<file path="src/rtl/vmc_pkg.sv">
package vmc_pkg;
  localparam int SEL_W = 6;
  localparam int AUD_W = 3;

  typedef enum logic [2:0] {
    MODE_WAIT   = 3'd0,
    MODE_FREE   = 3'd1,
    MODE_LOCK   = 3'd2,
    MODE_CUSTOM = 3'd3,
    MODE_FOLLOW = 3'd4
  } mode_e;

  localparam logic [SEL_W-1:0] PRESET_LO   = 6'd1;
  localparam logic [SEL_W-1:0] PRESET_HI   = 6'd51;
  localparam logic [SEL_W-1:0] CODE_CUSTOM = 6'd62;
  localparam logic [SEL_W-1:0] CODE_FOLLOW = 6'd63;
  localparam logic [SEL_W-1:0] FMT_DEFAULT = 6'd0;
  localparam logic [AUD_W-1:0] AUD_OFF     = 3'd7;
endpackage

</file>
<file path="src/rtl/vmc_pin_filter.sv">
module vmc_pin_filter #(
  parameter int W      = 10,
  parameter int STABLE = 4
) (
  input  logic         clk,
  input  logic         rst_n,
  input  logic [W-1:0] din,
  output logic [W-1:0] dout
);
  localparam int CNT_W = $clog2(STABLE + 1);
  localparam logic [CNT_W-1:0] CNT_LAST = CNT_W'(STABLE - 1);

  logic [W-1:0]     meta_q, sync_q, cand_q, filt_q;
  logic [CNT_W-1:0] cnt_q;

  always_ff @(posedge clk) begin
    if (!rst_n) begin
      meta_q <= '0;
      sync_q <= '0;
      cand_q <= '0;
      filt_q <= '0;
      cnt_q  <= '0;
    end else begin
      meta_q <= din;
      sync_q <= meta_q;
      if (sync_q != cand_q) begin
        cand_q <= sync_q;
        cnt_q  <= '0;
      end else if (cnt_q != CNT_LAST) begin
        cnt_q <= cnt_q + 1'b1;
      end else begin
        filt_q <= cand_q;
      end
    end
  end

  assign dout = filt_q;

  // a filtered value must have been held by the candidate for the two prior cycles
  a_r10_filter_hold: assert property (@(posedge clk) disable iff (!rst_n)
    (filt_q != $past(filt_q)) |-> ($past(cand_q) == filt_q && $past(cand_q, 2) == filt_q));
endmodule

</file>
<file path="src/rtl/vmc_reg_track.sv">
module vmc_reg_track #(
  parameter int ADDR_W = 8,
  parameter int BASE   = 32'h4E,
  parameter int COUNT  = 8
) (
  input  logic              clk,
  input  logic              rst_n,
  input  logic              wr_en,
  input  logic [ADDR_W-1:0] wr_addr,
  output logic              all_done
);
  logic [COUNT-1:0] seen_q;

  for (genvar i = 0; i < COUNT; i++) begin : g_addr
    localparam logic [ADDR_W-1:0] ADDR_I = ADDR_W'(BASE + i);
    always_ff @(posedge clk) begin
      if (!rst_n)
        seen_q[i] <= 1'b0;
      else if (wr_en && wr_addr == ADDR_I)
        seen_q[i] <= 1'b1;
    end
  end

  assign all_done = &seen_q;

  // a completed group stays complete until reset
  a_r5_done_sticky: assert property (@(posedge clk) disable iff (!rst_n)
    all_done |=> all_done);
endmodule

</file>
<file path="src/rtl/vmc_mode_decide.sv">
module vmc_mode_decide
  import vmc_pkg::*;
(
  input  logic [SEL_W-1:0] sel,
  input  logic             lock_pin,
  input  logic [AUD_W-1:0] aud,
  input  logic             ref_ok,
  input  logic [SEL_W-1:0] ref_fmt,
  input  logic             tim_done,
  input  logic             clk_done,
  output mode_e            nxt_mode,
  output logic [SEL_W-1:0] nxt_fmt,
  output logic             nxt_clkd,
  output logic             nxt_aud_en,
  output logic [AUD_W-1:0] nxt_rate
);
  logic sel_preset, ref_preset;

  assign sel_preset = (sel >= PRESET_LO) && (sel <= PRESET_HI);
  assign ref_preset = (ref_fmt >= PRESET_LO) && (ref_fmt <= PRESET_HI);

  always_comb begin
    nxt_mode = MODE_FREE;
    nxt_fmt  = FMT_DEFAULT;
    nxt_clkd = 1'b0;
    if (sel_preset) begin
      if (lock_pin) begin
        nxt_mode = MODE_FREE;
        nxt_fmt  = sel;
      end else if (ref_ok) begin
        nxt_mode = MODE_LOCK;
        nxt_fmt  = sel;
      end else begin
        nxt_mode = MODE_WAIT;
      end
    end else if (sel == CODE_CUSTOM) begin
      nxt_mode = MODE_CUSTOM;
      nxt_fmt  = tim_done ? CODE_CUSTOM : FMT_DEFAULT;
      nxt_clkd = !clk_done;
    end else if (sel == CODE_FOLLOW) begin
      if (!ref_ok) begin
        nxt_mode = MODE_WAIT;
      end else begin
        nxt_mode = lock_pin ? MODE_FOLLOW : MODE_LOCK;
        nxt_fmt  = ref_preset ? ref_fmt : FMT_DEFAULT;
      end
    end
  end

  assign nxt_aud_en = (aud != AUD_OFF);
  assign nxt_rate   = nxt_aud_en ? aud : '0;
endmodule

</file>
<file path="src/rtl/vid_mode_ctrl.sv">
module vid_mode_ctrl
  import vmc_pkg::*;
#(
  parameter int STABLE_CYC = 4,
  parameter int ADDR_W     = 8,
  parameter int TIM_BASE   = 32'h4E,
  parameter int TIM_COUNT  = 8,
  parameter int CLK_BASE   = 32'h20,
  parameter int CLK_COUNT  = 4
) (
  input  logic              clk,
  input  logic              rst_n,
  input  logic [5:0]        std_sel,
  input  logic              lock_req,
  input  logic [2:0]        aud_sel,
  input  logic              ref_ok,
  input  logic [5:0]        ref_fmt,
  input  logic              wr_en,
  input  logic [ADDR_W-1:0] wr_addr,
  output logic [2:0]        op_mode,
  output logic [5:0]        fmt_idx,
  output logic              clk_dflt,
  output logic              aud_en,
  output logic [2:0]        aud_rate,
  output logic              restart
);
  localparam int PIN_W = SEL_W + 1 + AUD_W;

  logic [PIN_W-1:0] pins_raw, pins_f;
  logic [SEL_W-1:0] sel_f;
  logic             lock_f;
  logic [AUD_W-1:0] aud_f;
  logic             tim_done, clk_done;

  mode_e            nxt_mode, mode_q;
  logic [SEL_W-1:0] nxt_fmt, fmt_q;
  logic             nxt_clkd, nxt_aud_en;
  logic [AUD_W-1:0] nxt_rate;
  logic             clkd_q, aud_en_q, restart_q;
  logic [AUD_W-1:0] rate_q;

  assign pins_raw = {std_sel, lock_req, aud_sel};

  vmc_pin_filter #(.W(PIN_W), .STABLE(STABLE_CYC)) u_filter (
    .clk(clk), .rst_n(rst_n), .din(pins_raw), .dout(pins_f)
  );

  assign {sel_f, lock_f, aud_f} = pins_f;

  vmc_reg_track #(.ADDR_W(ADDR_W), .BASE(TIM_BASE), .COUNT(TIM_COUNT)) u_tim_track (
    .clk(clk), .rst_n(rst_n), .wr_en(wr_en), .wr_addr(wr_addr), .all_done(tim_done)
  );

  vmc_reg_track #(.ADDR_W(ADDR_W), .BASE(CLK_BASE), .COUNT(CLK_COUNT)) u_clk_track (
    .clk(clk), .rst_n(rst_n), .wr_en(wr_en), .wr_addr(wr_addr), .all_done(clk_done)
  );

  vmc_mode_decide u_decide (
    .sel(sel_f), .lock_pin(lock_f), .aud(aud_f),
    .ref_ok(ref_ok), .ref_fmt(ref_fmt),
    .tim_done(tim_done), .clk_done(clk_done),
    .nxt_mode(nxt_mode), .nxt_fmt(nxt_fmt), .nxt_clkd(nxt_clkd),
    .nxt_aud_en(nxt_aud_en), .nxt_rate(nxt_rate)
  );

  always_ff @(posedge clk) begin
    if (!rst_n) begin
      mode_q    <= MODE_WAIT;
      fmt_q     <= FMT_DEFAULT;
      clkd_q    <= 1'b0;
      aud_en_q  <= 1'b0;
      rate_q    <= '0;
      restart_q <= 1'b0;
    end else begin
      mode_q    <= nxt_mode;
      fmt_q     <= nxt_fmt;
      clkd_q    <= nxt_clkd;
      aud_en_q  <= nxt_aud_en;
      rate_q    <= nxt_rate;
      restart_q <= (nxt_mode != mode_q) || (nxt_fmt != fmt_q);
    end
  end

  assign op_mode  = mode_q;
  assign fmt_idx  = fmt_q;
  assign clk_dflt = clkd_q;
  assign aud_en   = aud_en_q;
  assign aud_rate = rate_q;
  assign restart  = restart_q;

  // a change in mode or format is always marked by the pulse
  a_r11_change_pulses: assert property (@(posedge clk) disable iff (!rst_n)
    (op_mode != $past(op_mode) || fmt_idx != $past(fmt_idx)) |-> restart);
  // the pulse never appears without a change
  a_r11_no_idle_pulse: assert property (@(posedge clk) disable iff (!rst_n)
    restart |-> (op_mode != $past(op_mode) || fmt_idx != $past(fmt_idx)));
  // clock-default flag only in custom mode
  a_r6_clkd_custom: assert property (@(posedge clk) disable iff (!rst_n)
    clk_dflt |-> (op_mode == 3'd3));
  // a disabled audio clock reports rate zero
  a_r9_aud_off_rate: assert property (@(posedge clk) disable iff (!rst_n)
    !aud_en |-> (aud_rate == 3'd0));
  // format index is default, a preset, or the custom code
  a_r8_fmt_range: assert property (@(posedge clk) disable iff (!rst_n)
    (fmt_idx <= 6'd51) || (fmt_idx == 6'd62));
endmodule

</file>
<file path="config.mk">
export PLATFORM = sky130hd
export DESIGN_NAME = vid_mode_ctrl
export DESIGN_NICKNAME = d
export VERILOG_FILES = /design/src/rtl/vmc_pkg.sv /design/src/rtl/vmc_pin_filter.sv /design/src/rtl/vmc_reg_track.sv /design/src/rtl/vmc_mode_decide.sv /design/src/rtl/vid_mode_ctrl.sv
export SDC_FILE = /design/constraint.sdc
export NUM_CORES = 1
export LEC_CHECK = 0
export CAP_MARGIN = 20
export CORE_MARGIN = 8
export CORE_UTILIZATION = 54
export CTS_BUF_LIST = sky130_fd_sc_hd__clkbuf_4
export CTS_CLUSTER_DIAMETER = 60
export DETAILED_ROUTE_END_ITERATION = 16
export DONT_BUFFER_PORTS = 1
export PLACE_DENSITY = 0.75
export SYNTH_ARGS = -nofsm -noshare
export SYNTH_HDL_FRONTEND = slang
export SYNTH_SLANG_ARGS = --single-unit
</file>
<file path="constraint.sdc">
create_clock -name clk -period 4.15 [get_ports clk]
set_input_delay 0.415 -clock clk [delete_from_list [all_inputs] [get_ports clk]]
set_output_delay 0.415 -clock clk [all_outputs]
set_load 0.05 [all_outputs]
</file>
==> impl_metrics.csv <==
group,metric,value,unit
critical_path,r2r_slack,1460,ps
critical_path,reg2reg_depth,7,
timing,drv_slew,0,
timing,post-route-min-period,2690,ps
grt,grt_pass1_wl,8024,µm
timing,slew_headroom,58.50,%
floorplan,initial_core_util,54.94,%
placed_design,portBuffers,0,
critical_path,r2r_end,"restart",
cells_and_area,area_growth,6.098,%
critical_path,worstSetupPathType,"reg2reg",
power,combPwrFrac,2.7,%
critical_path,reg2reg_from,"u_filter.dout[6]",
placed_design,place_hpwl,3467,µm
clock_network,cts.sinks,70,
synth,synth_nets,308,
synth,synth-edff-count,0,
power,seq_power_share,61.2,%
floorplan,core,5042,µm²
clock_network,clk_path_buf_depth,2,
routing,wire_per_inst,13.89,µm
critical_path,cp_max_fo,9,
routing,drt-vias-per-instance,5.322,
cells_and_area,diodes,0,
cells_and_area,drive_gt1_share,7.473,%
synth,synth_most_common_cell,"dfxtp_1",
grt,grt_pass1_vias,1784,
clock_network,cts_hold_buf,0,
timing,post-route-period-util,64.83,%
timing,fin_setup_tns,0,ps
synth,syn_area_per_cell,9.965,µm²
hold_path,hold_class,"in2reg",
floorplan,die_h,87.63,µm
power,p_clk_share,36.0,%
critical_path,cp-start-kind,"flop",
critical_path,crit_arrival,2980,ps
routing,drc,0,
critical_path,required,4440,ps
power,p_int,0.0008976,W
floorplan,rows,26,
clock_network,cts_resized,0,
clock_network,insertion_delay,400,ps
cells_and_area,nFillCells,447,
synth,synth_top_area_share,50.59,%
routing,ant_nets,0,
power,swShare,21.27,%
routing,routed_wl,4875,µm
synth,yosys-top-cells-area,"dfxtp_1 (51%), and2_1 (7.2%), nor2b_1 (5.0%)",
timing,rsz0062_at_grt,"false",
timing,clock_skew,12.82,ps
timing,finalSetupViolCount,0,
floorplan,pin_count,43,
grt,grt_max_degree,69,
synth,ys_warn_count,0,
critical_path,critPathCaptureType,"flop",
cells_and_area,finish.instance_area,2939,µm²
clock_network,cts.clk_slew.worst_paths,100,ps
clock_network,cts_tree,"built",
clock_network,cts_max_level,3,
power,power.switching,0.0002425,W
grt,antenna_found_initial,0,
timing,worst_pin_slew,614.2,ps
power,powerDensity,387.9,nW/µm²
routing,firstDrtPassIters,4,
placed_design,place_congestion,0.8266,
placed_design,dpl_cell_area,2808,µm²
grt,grt_usage,13.49,%
synth,ys_top_cells_by_count,"dfxtp_1 (70), and2_1 (32), nor2b_1 (22)",
synth,ys_seq_area_share,50.59,%
floorplan,die_w,87.63,µm
timing,hold_viol,0,
hold_path,min_from,"rst_n",
clock_network,clock-root-buffer,"clkbuf_4",
synth,syn_inst,278,
routing,via_count,1868,
hold_path,worstHoldPathCells,2,
synth,netlist-cell-type-count,44,
power,ir_drop,235.9,µV
synth,synth_ff_type,"dfxtp_1",
synth,synth_largest_area_cell,"dfxtp_1",
routing,drt-initial-drc-count,122,
grt,overflow,0,
cells_and_area,final_nets,307,
clock_network,cts_buffers,9,
clock_network,cts_setup_buffers,0,
timing,max_freq,371.7,MHz
synth,synthArstFlopShare,0,%
hold_path,whs_endpoint,"aud_en",
synth,syn_area,2770,µm²
outcome,status,"finished, final reports clean",
power,p_leak,1.143,nW
synth,ys_ff_latch,70,
flow_run,maxCapViolCount,0,
floorplan,die-area,7678,µm²
-- cell families (layout without fill, tap and decap cells) --
kind of cell | Yosys count | count (layout) | synth area share, %
buffers and inverters | 14 | 17 | 2.077
adders and majority gates | 2 | 2 | 0.9032
muxes | 13 | 13 | 4.743
AOI/OAI and AO/OA | 40 | 40 | 11.11
and+or+nand+nor | 123 | 123 | 25.52
DFF | 70 | 70 | 50.59
xor gates and xnor gates | 16 | 16 | 5.059
-- stage by stage --
step	std cells	total power, W	utilization [%]	setup slack, ps	hold WS (ps)
finish	351	0.001140	58.29	1460	111.1
global route	351	0.001199	58.29	1265	73.45
CTS	351	0.001154	58.29	1500	78.07
detailed placement	336	0.0007454	55.68	1502	416.9
global placement	336	0.0007436	55.68	1625	413.6
floorplan	278	0.0007464	-	1774	411.9
-- layout by cell type, fill, tap and decap left out, types with 10 or more instances in the layout --
cell type  Yosys  routed
and2_1        32      32
clkbuf_4       0      11
dfxtp_1       70      70
mux2i_1       12      12
nand2_1       12      12
nor2_1        18      18
nor2b_1       22      22
o21a_1        10      10
xnor2_1       13      13
-- worst max path at each step --
stage / slack [ps] / depth (start not counted) / endpoint / startpoint
final: 1460 / 7 / restart / u_filter.dout[6]
after global routing: 1260 / 7 / restart / u_filter.dout[6]
after CTS: 1500 / 7 / restart / u_filter.dout[6]
after detailed placement: 1500 / 7 / restart / u_filter.dout[6]
after global placement: 1630 / 7 / restart / u_filter.dout[6]
after floorplan: 1770 / 7 / restart / u_filter.dout[9]
-- state kept, by name, indices dropped and copies added (netlist names) --
name	flops
u_filter.meta_q	10
u_filter.dout	10
u_clk_track.seen_q	4
u_filter.cand_q	10
u_tim_track.seen_q	8
aud_rate	3
u_filter.cnt_q	3
fmt_idx	6
u_filter.sync_q	10
op_mode	3
aud_en	1
restart	1
clk_dflt	1
-- metal layers --
metal / share of wire [%] / vias up / wire length, µm / track usage [%]
met5: 0 / - / 0 / 0
met4: 2.0 / 0 / 97 / 8.594
met3: 6.2 / 10 / 300 / 5.159
met2: 45 / 55 / 2185 / 19.90
met1: 47 / 842 / 2291 / 16.07
li1: - / 961 / - / -
-- power groups by stage --
stage	Combinational [W]	Sequential, W	Clock, W
floorplan	0.0000347	0.000712	0
global placement	0.0000304	0.000713	0
detailed placement	0.0000317	0.000714	0
CTS	0.0000318	0.000698	0.000424
global route	0.0000352	0.000700	0.000464
finish	0.0000313	0.000698	0.000411
-- area by class of cell --
cell class	instances	area, µm²	share of cell area (%)
clock buffers	11	82.58	2.810
well taps	70	87.58	2.980
inverters	2	7.507	0.2554
multi-input cells	194	1311	44.61
flip-flops and latches	70	1401	47.68
clock inverters	4	48.80	1.660
-- worst max-delay path, cell delays in order, from the launching register on --
cell      delay [ps]
dfxtp_1          530
nand3_1          290
nor3_2           450
o22ai_1          180
mux2i_1          180
nand4_1          130
a2111o_1         410
o41a_1           410
Power figures use the tool's default switching activity.
